===== src/rtl/urx_pkg.sv =====
package urx_pkg;
  typedef enum logic {
    SEL_IDLE = 1'b0,
    SEL_XFER = 1'b1
  } sel_state_e;
endpackage


===== src/rtl/urx_poll.sv =====
module urx_poll #(
  parameter int ADDR_W = 5,
  parameter logic [ADDR_W-1:0] PORT_ADDR = ADDR_W'(3),
  parameter logic [ADDR_W-1:0] NULL_ADDR = {ADDR_W{1'b1}}
) (
  input  logic              clk,
  input  logic              rst_n,
  input  logic [ADDR_W-1:0] addr,
  input  logic              cell_ready,
  input  logic              mid_cell,
  output logic              clav,
  output logic              clav_oe
);
  logic hit;
  assign hit = (addr == PORT_ADDR) && (addr != NULL_ADDR);

  always_ff @(posedge clk or negedge rst_n) begin
    if (!rst_n) begin
      clav    <= 1'b0;
      clav_oe <= 1'b0;
    end else begin
      clav_oe <= hit;
      clav    <= hit && (cell_ready || mid_cell);
    end
  end

  assert_null_silent_R6: assert property (@(posedge clk) disable iff (!rst_n)
    (addr == NULL_ADDR) |=> !clav_oe);
endmodule


===== src/rtl/urx_select.sv =====
module urx_select
  import urx_pkg::*;
#(
  parameter int ADDR_W = 5,
  parameter logic [ADDR_W-1:0] PORT_ADDR = ADDR_W'(3)
) (
  input  logic              clk,
  input  logic              rst_n,
  input  logic [ADDR_W-1:0] addr,
  input  logic              enb_n,
  input  logic              cell_end,
  output logic              active
);
  logic              enb_q;
  logic [ADDR_W-1:0] addr_q;
  sel_state_e        state;
  logic              start;

  assign start  = !enb_n && enb_q && (addr_q == PORT_ADDR);
  assign active = !enb_n && (start || (state == SEL_XFER));

  always_ff @(posedge clk or negedge rst_n) begin
    if (!rst_n) begin
      enb_q  <= 1'b1;
      addr_q <= {ADDR_W{1'b1}};
      state  <= SEL_IDLE;
    end else begin
      enb_q  <= enb_n;
      addr_q <= addr;
      state  <= (active && !cell_end) ? SEL_XFER : SEL_IDLE;
    end
  end

  assert_release_after_cell_R9: assert property (@(posedge clk) disable iff (!rst_n)
    cell_end |=> !active);
endmodule


===== src/rtl/urx_stream.sv =====
module urx_stream #(
  parameter int DATA_W = 8,
  parameter int CELL_BYTES = 53
) (
  input  logic              clk,
  input  logic              rst_n,
  input  logic              active,
  input  logic              fifo_valid,
  input  logic [DATA_W-1:0] fifo_data,
  input  logic              fifo_sop,
  output logic              fifo_ready,
  output logic              cell_end,
  output logic              mid_cell,
  output logic [DATA_W-1:0] data_q,
  output logic              soc_q,
  output logic              oe_q
);
  localparam int POS_W = $clog2(CELL_BYTES);
  localparam logic [POS_W-1:0] LAST_POS = POS_W'(CELL_BYTES - 1);

  logic [POS_W-1:0] cnt;
  logic [POS_W-1:0] pos;
  logic             take;

  assign fifo_ready = active;
  assign take       = active && fifo_valid;
  assign pos        = fifo_sop ? '0 : cnt;
  assign cell_end   = take && (pos == LAST_POS);
  assign mid_cell   = (cnt != '0);

  always_ff @(posedge clk or negedge rst_n) begin
    if (!rst_n) begin
      cnt    <= '0;
      data_q <= '0;
      soc_q  <= 1'b0;
      oe_q   <= 1'b0;
    end else begin
      oe_q  <= active;
      soc_q <= take && (pos == '0);
      if (take) begin
        data_q <= fifo_data;
        cnt    <= cell_end ? '0 : pos + POS_W'(1);
      end
    end
  end

  assert_soc_driven_R2: assert property (@(posedge clk) disable iff (!rst_n)
    soc_q |-> oe_q);
  assert_hold_on_stall_R3: assert property (@(posedge clk) disable iff (!rst_n)
    !take |=> $stable(data_q));
  assert_realign_soc_R11: assert property (@(posedge clk) disable iff (!rst_n)
    (take && fifo_sop) |=> soc_q);
endmodule


===== src/rtl/utopia_rx_port.sv =====
module utopia_rx_port #(
  parameter int DATA_W = 8,
  parameter int ADDR_W = 5,
  parameter int CELL_BYTES = 53,
  parameter logic [ADDR_W-1:0] PORT_ADDR = ADDR_W'(3)
) (
  input  logic              clk,
  input  logic              rst_n,
  input  logic [ADDR_W-1:0] rx_addr,
  input  logic              rx_enb_n,
  input  logic              cell_ready,
  input  logic              fifo_valid,
  input  logic [DATA_W-1:0] fifo_data,
  input  logic              fifo_sop,
  output logic              fifo_ready,
  output logic              rx_clav,
  output logic              rx_clav_oe,
  output logic [DATA_W-1:0] rx_data,
  output logic              rx_soc,
  output logic              rx_data_oe
);
  localparam logic [ADDR_W-1:0] NULL_ADDR = {ADDR_W{1'b1}};

  logic active;
  logic cell_end;
  logic mid_cell;

  urx_select #(.ADDR_W(ADDR_W), .PORT_ADDR(PORT_ADDR)) u_select (
    .clk(clk), .rst_n(rst_n), .addr(rx_addr), .enb_n(rx_enb_n),
    .cell_end(cell_end), .active(active)
  );

  urx_stream #(.DATA_W(DATA_W), .CELL_BYTES(CELL_BYTES)) u_stream (
    .clk(clk), .rst_n(rst_n), .active(active), .fifo_valid(fifo_valid),
    .fifo_data(fifo_data), .fifo_sop(fifo_sop), .fifo_ready(fifo_ready),
    .cell_end(cell_end), .mid_cell(mid_cell), .data_q(rx_data),
    .soc_q(rx_soc), .oe_q(rx_data_oe)
  );

  urx_poll #(.ADDR_W(ADDR_W), .PORT_ADDR(PORT_ADDR), .NULL_ADDR(NULL_ADDR)) u_poll (
    .clk(clk), .rst_n(rst_n), .addr(rx_addr), .cell_ready(cell_ready),
    .mid_cell(mid_cell), .clav(rx_clav), .clav_oe(rx_clav_oe)
  );

  assert_release_on_enb_R4: assert property (@(posedge clk) disable iff (!rst_n)
    rx_data_oe |-> $past(!rx_enb_n));
  assert_clav_mid_cell_R7: assert property (@(posedge clk) disable iff (!rst_n)
    ($past(mid_cell) && rx_clav_oe) |-> rx_clav);
endmodule


===== config.mk =====
export PLATFORM = sky130hd
export DESIGN_NAME = utopia_rx_port
export DESIGN_NICKNAME = d
export VERILOG_FILES = /design/src/rtl/urx_pkg.sv /design/src/rtl/urx_poll.sv /design/src/rtl/urx_select.sv /design/src/rtl/urx_stream.sv /design/src/rtl/utopia_rx_port.sv
export SDC_FILE = /design/constraint.sdc
export NUM_CORES = 1
export LEC_CHECK = 0
export ABC_CLOCK_PERIOD_IN_PS = 1550
export BUFFER_PORTS_ARGS = -buffer_cell sky130_fd_sc_hd__buf_2
export CAP_MARGIN = 20
export CELL_PAD_IN_SITES_DETAIL_PLACEMENT = 0
export CELL_PAD_IN_SITES_GLOBAL_PLACEMENT = 1
export CORE_ASPECT_RATIO = 1.5
export CORE_MARGIN = 5
export CORE_UTILIZATION = 35
export CTS_CLUSTER_DIAMETER = 100
export CTS_CLUSTER_SIZE = 12
export DETAILED_ROUTE_END_ITERATION = 10
export PLACE_DENSITY = 0.85
export SYNTH_ARGS = -nofsm -noshare
export SYNTH_HDL_FRONTEND = slang
export SYNTH_SLANG_ARGS = --single-unit
export TNS_END_PERCENT = 100

===== constraint.sdc =====
create_clock -name clk -period 1.55 [get_ports clk]
set_input_delay 0.465 -clock clk [delete_from_list [all_inputs] [get_ports clk]]
set_output_delay 0.465 -clock clk [all_outputs]
set_load 0.05 [all_outputs]

======== Word-level counts from Yosys, hierarchy flattened ========
Index checks and enable logic that the tools add are counted.
word-level totals
  register bits ........................... 25
  word-level logic and storage cells ...... 32
  bits in latches ......................... 0
  memories kept ........................... 0
  ROM bits ................................ 0
  bits in writable memories ............... 0
  output and inout port bits .............. 13
  bits of input ports ..................... 19
cells by class
  shifts and indexed selects .............. 0
  eq/ne operators ......................... 4
  $mul .................................... 0
  $add $sub $neg .......................... 1
  mux-type cells .......................... 3
  bitwise gates (word level) .............. 0
  div/mod/pow operators ................... 0
  reductions and logical operators ........ 15
  magnitude comparators ................... 0
operator list
  kind                                                                   number
  6-bit two-way mux                                                      2
  5-bit by 2-bit equality test with 1-bit output, second input constant  2
  1-bit logical AND                                                      9
  6-bit by 1-bit adder with 6-bit output, second input constant          1
  6-bit equality test, second input constant                             1
  6-bit zero test                                                        1
  6-bit nonzero test                                                     1
  5-bit inequality test, second input constant                           1
  1-bit zero test                                                        2
  1-bit logical OR                                                       2
  1-bit two-way mux                                                      1

======== Logic depth before layout (Yosys ltp) ========
  depth after elaboration ................. 10
  mapped depth ............................ 7
  gate-level depth less buffers ........... 7

======== By module ========
Synthesis repeated with hierarchy kept, for this count alone.
second synthesis, totals
  cell total of the unflattened synthesis .. 87
  area total of the unflattened synthesis .. 1,099.8 sq um
modules (own cells, without submodules)
  module      cells each  area an instance (sq um)  sequential area each (sq um)  times used
  urx_stream  68          778.2                     400.4                         1
  urx_select  13          230.2                     182.7                         1
  urx_poll    6           91.3                      50.0                          1

======== Least setup slack after synthesis ========
No wires, ideal clock.
  kind .................................... reg-to-output
  from .................................... register u_select.enb_q
  to ...................................... output port fifo_ready
  path buffers ............................ 0
  cell stages (with the launch flop) ...... 4
  arrival time ............................ 1.447 ns
  required time ........................... 1.085 ns
  setup slack ............................. -0.362 ns
  cells stage by stage .................... dfstp_2 -> and4b_1 -> a21oi_1 -> nor2_1
on the way
  cells in the longest elaborated chain, start to end .. 4
RTL lines
  what                            line                  RTL
  start: declaration              urx_select.sv:14      logic enb_q;
  start signal: assignment        urx_select.sv:28      enb_q <= enb_n;
  1-bit logical AND (2 in a row)  urx_select.sv:19      assign start = !enb_n && enb_q && (addr_q == PORT_ADDR);
  1-bit logical OR                urx_select.sv:20      assign active = !enb_n && (start || (state == SEL_XFER));
  1-bit logical AND               urx_select.sv:20
  end: declaration                utopia_rx_port.sv:15  output logic fifo_ready,
No other way between the ends.

======== Final worst setup path ========
  from .................................... register u_select.addr_q[3]
  to ...................................... output port fifo_ready
on the way
  cells in the longest elaborated chain, start to end .. 4
RTL lines
  what                                            line              RTL
  start: declaration                              urx_select.sv:15  logic [ADDR_W-1:0] addr_q;
  start signal: assignment                        urx_select.sv:25  addr_q <= {ADDR_W{1'b1}};
  start signal: assignment                        urx_select.sv:29  addr_q <= addr;
  5-bit by 2-bit equality test with 1-bit output  urx_select.sv:19
  1-bit logical AND                               urx_select.sv:19
  1-bit logical OR                                urx_select.sv:20
  1-bit logical AND                               urx_select.sv:20
No other way between the ends.

==> results.md <==
- Status: finished, violations left
- Failing checks: setup timing
- Mean Syn Cell Area: between 10 and 15 sq um
- Die width: about 55 microns
- CTS tree: yes
- Flops & latches, synth: 25
- Largest cells by area after synthesis: dfrtp_1 44%, dfstp_2 15%, mux2_1 8.4%
- RSZ-0062 raised after global routing: true
- Lkg Pwr: ~0.74 nW
- Critical Path AT: roughly 1.4 ns
- Number of remaining DRC errors: 0
- Switch share: approximately a third
- Netlist area before placement: between 1000 and 1500 sq um
- Nature of the critical path endpoint: primary output
- P_int: ~1.0 mW
- Hold violation count in the final report: 0
- Largest delay share family, worst path: flip-flops
- Reg power frac: between 50% and 60%
- Reg area: 633 sq um
- First DRT Iteration DRCs: 9
- Crit-path max FO: 2
- Sequential fraction of the synthesis area: between 50% and 60%
- Pwr dens: between 1000 and 1500 nW/um^2
- Cts hold-fix bufs: 0
- Slew headroom: 64.6%
- Synth Net Count: between 100 and 150
- H-tree depth: 1
- YS warnings: 0
- IO Count: 32
- Pre-CTS setup slack: -0.203 ns
- Via density: between 4 and 5
- Distinct cells, synth: 36
- First-pass GRT wire length: around 3800 microns
- WL final: roughly 2400 microns
- Core ar.: just under 3000 sq um
- Most common cell after layout, fill and taps aside: buf_2
- Final global-route overflow total: 0
- Slew Limit Fails: 0
- Bufs on Longest Clock Path: 2
- Filler cell count: 280
- Clk root buf: clkbuf_8
- Min Hold Slack: 0.169 ns
- CP max-delay cell: dfstp_2
- Setup Crit Path Kind: reg -> out
- Clock power frac: 25.0%
- Yosys top cell by area: dfrtp_1
- Initial Util: a little over a third
- DP HPWL: roughly 1800 microns
- Ant diodes: 0
- Initial antenna violation count: 0
- Hold Path Class: in -> async
- Maximum clock frequency: around 0.53 GHz
- RD Place Congestion: roughly 0.85
- All-Layer GR Usage: 12.1%
- DP Cell Count: roughly 170
- Gate power share: about a quarter
- Worst skew pair latency: 0.27 ns
- Worst slew pin tran: around 0.53 ns
- Fin Clk Skew: 0.00457 ns
- Crit path cell chain: and4b_2, a21oi_4, nor2_4, buf_6
- Via count of the routed design: ~840
- Cell Rows: 24
- Worst path required time: about 1.1 ns
- Flop2flop setup slack: -0.15 ns
- Maximum vdd ir drop: between 0.4 and 0.5 mV
- Period minus WS final: 1.87 ns
- Max-cap viol count: 0
- Synthesized instance count: 86
- Die ar.: roughly 4300 sq um
- Crit path launch type: flop
- Vias in the first global route: between 800 and 900
- Worst path bufs/invs: 1
- Worst setup margin: -0.320 ns
- Num CTS Buffers: 3
- Antenna Violating Nets Remaining: 0
- Total Neg Setup Slack: -1.28 ns
- Synth-to-Final Area Change: 38.1%
- Net count reported at finish: 156
- Drt pass-1 iters: 4
- Final Non-Filler Cells: approximately 170
- Footprint of the multi-input gates: 445 sq um
- Die extent in y: between 70 and 80 microns
- Top cell type's share of synthesized area: 44.4%
- Share of cells above drive strength 1: approximately half
- P_sw: 0.482 mW
- Final setup vio count: 12
- CP peak stage delay: about 0.52 ns
- Clock-pin slew on the worst setup and hold paths: roughly 0.080 ns
- Port Buffers: 31
- Number of clock sinks: 25
- Commonest non-fill, non-tap cells in the layout: 30 x buf_2, 19 x dfrtp_1, 16 x buf_4
- Fin crit share: 121%
- WL/cell: between 10 and 15 microns
- Largest net degree at the start of global routing: 26
## logic make-up after synthesis
| group | synth area share (%) |
|---|---|
| multiplexers | 8.42 |
| AND/OR/NAND/NOR | 15.0 |
| adder cells (fa/ha/maj) | 2.34 |
| buffers and inverters | 4.33 |
| AO/OA/AOI/OAI | 10.8 |
| flip-flops | 59.2 |
## state kept, by name (all words and copies together), names as in the netlist
name,flops
u_select.state,1
u_select.enb_q,1
u_stream.oe_q,1
u_stream.data_q,8
u_poll.clav,1
u_poll.clav_oe,1
u_select.addr_q,5
u_stream.soc_q,1
u_stream.cnt,6
## worst register-to-register path, cell delays in order (launching register included)
cell and delay, ns:
dfstp_2 0.52, and4b_2 0.28, a32oi_1 0.09, buf_4 0.17, or4_1 0.48, nand3_1 0.11
## cell type report
class | count | share of cell area (%)
Clock buffer | 3 | 2.79
Timing Repair Buffer | 47 | 19.1
Tap cell | 39 | 3.30
Inverter | 6 | 1.52
Clock inverter | 1 | 0.339
Sequential cell | 25 | 42.8
Multi-Input combinational cell | 52 | 30.1
## repair_timing
action | in CTS | in global routing
setup buffers | 0 | 1
pin swaps | 2 | 1
gates resized for setup | 3 | 6
endpoints found under the setup margin | 10 | 16
## layer usage
metal,up-vias,global-route usage (%),wire (microns)
li1,402,-,-
met1,396,12.7,851
met2,32,20.9,1290
met3,9,3.07,187
met4,0,6.33,76
met5,-,0,0
## Yosys cell counts, drive strengths merged
cell type,count
a211oi,1
a21boi,1
a21oi,2
a31oi,1
a32oi,1
and2,1
and2b,1
and4b,1
buf,3
dfrtp,19
dfstp,6
ha,2
inv,6
mux2,8
nand2,5
nand2b,2
nand3,4
nand3b,1
nand4,1
nand4b,1
nor2,3
nor3,2
nor4,2
nor4b,1
o211ai,1
o21ai,5
o21ba,1
o31ai,1
o41ai,1
or3,1
or4,1
## worst paths after layout
check                                         from                  to  cells after the start
max in group asynchronous                    rst_n  u_select.addr_q[4]                      1
worst max register to register  u_select.addr_q[1]     u_stream.cnt[4]                      5
worst max-delay path            u_select.addr_q[3]          fifo_ready                      4
worst min-delay path                         rst_n  u_stream.data_q[4]                      1
min in group clk                        rx_addr[2]  u_select.addr_q[2]                      1
worst min register to register  u_stream.data_q[2]  u_stream.data_q[2]                      1
## per-stage QoR
step	power (mW)	area, sq um	utilization [%]
after floorplan	1.00	1080	-
after global placement	1.13	1380	46.7
after detailed placement	1.14	1380	46.7
after CTS	1.51	1430	48.6
after global routing	1.59	1480	50.2
final	1.50	1480	50.2
## power groups by stage
stage	combinational, mW	sequential, mW	clock [mW]
after floorplan	0.0819	0.918	0
after global placement	0.364	0.763	0
after detailed placement	0.370	0.767	0
after CTS	0.371	0.755	0.387
after global routing	0.407	0.762	0.419
final	0.372	0.755	0.375
(Power assumes the default switching activity.)
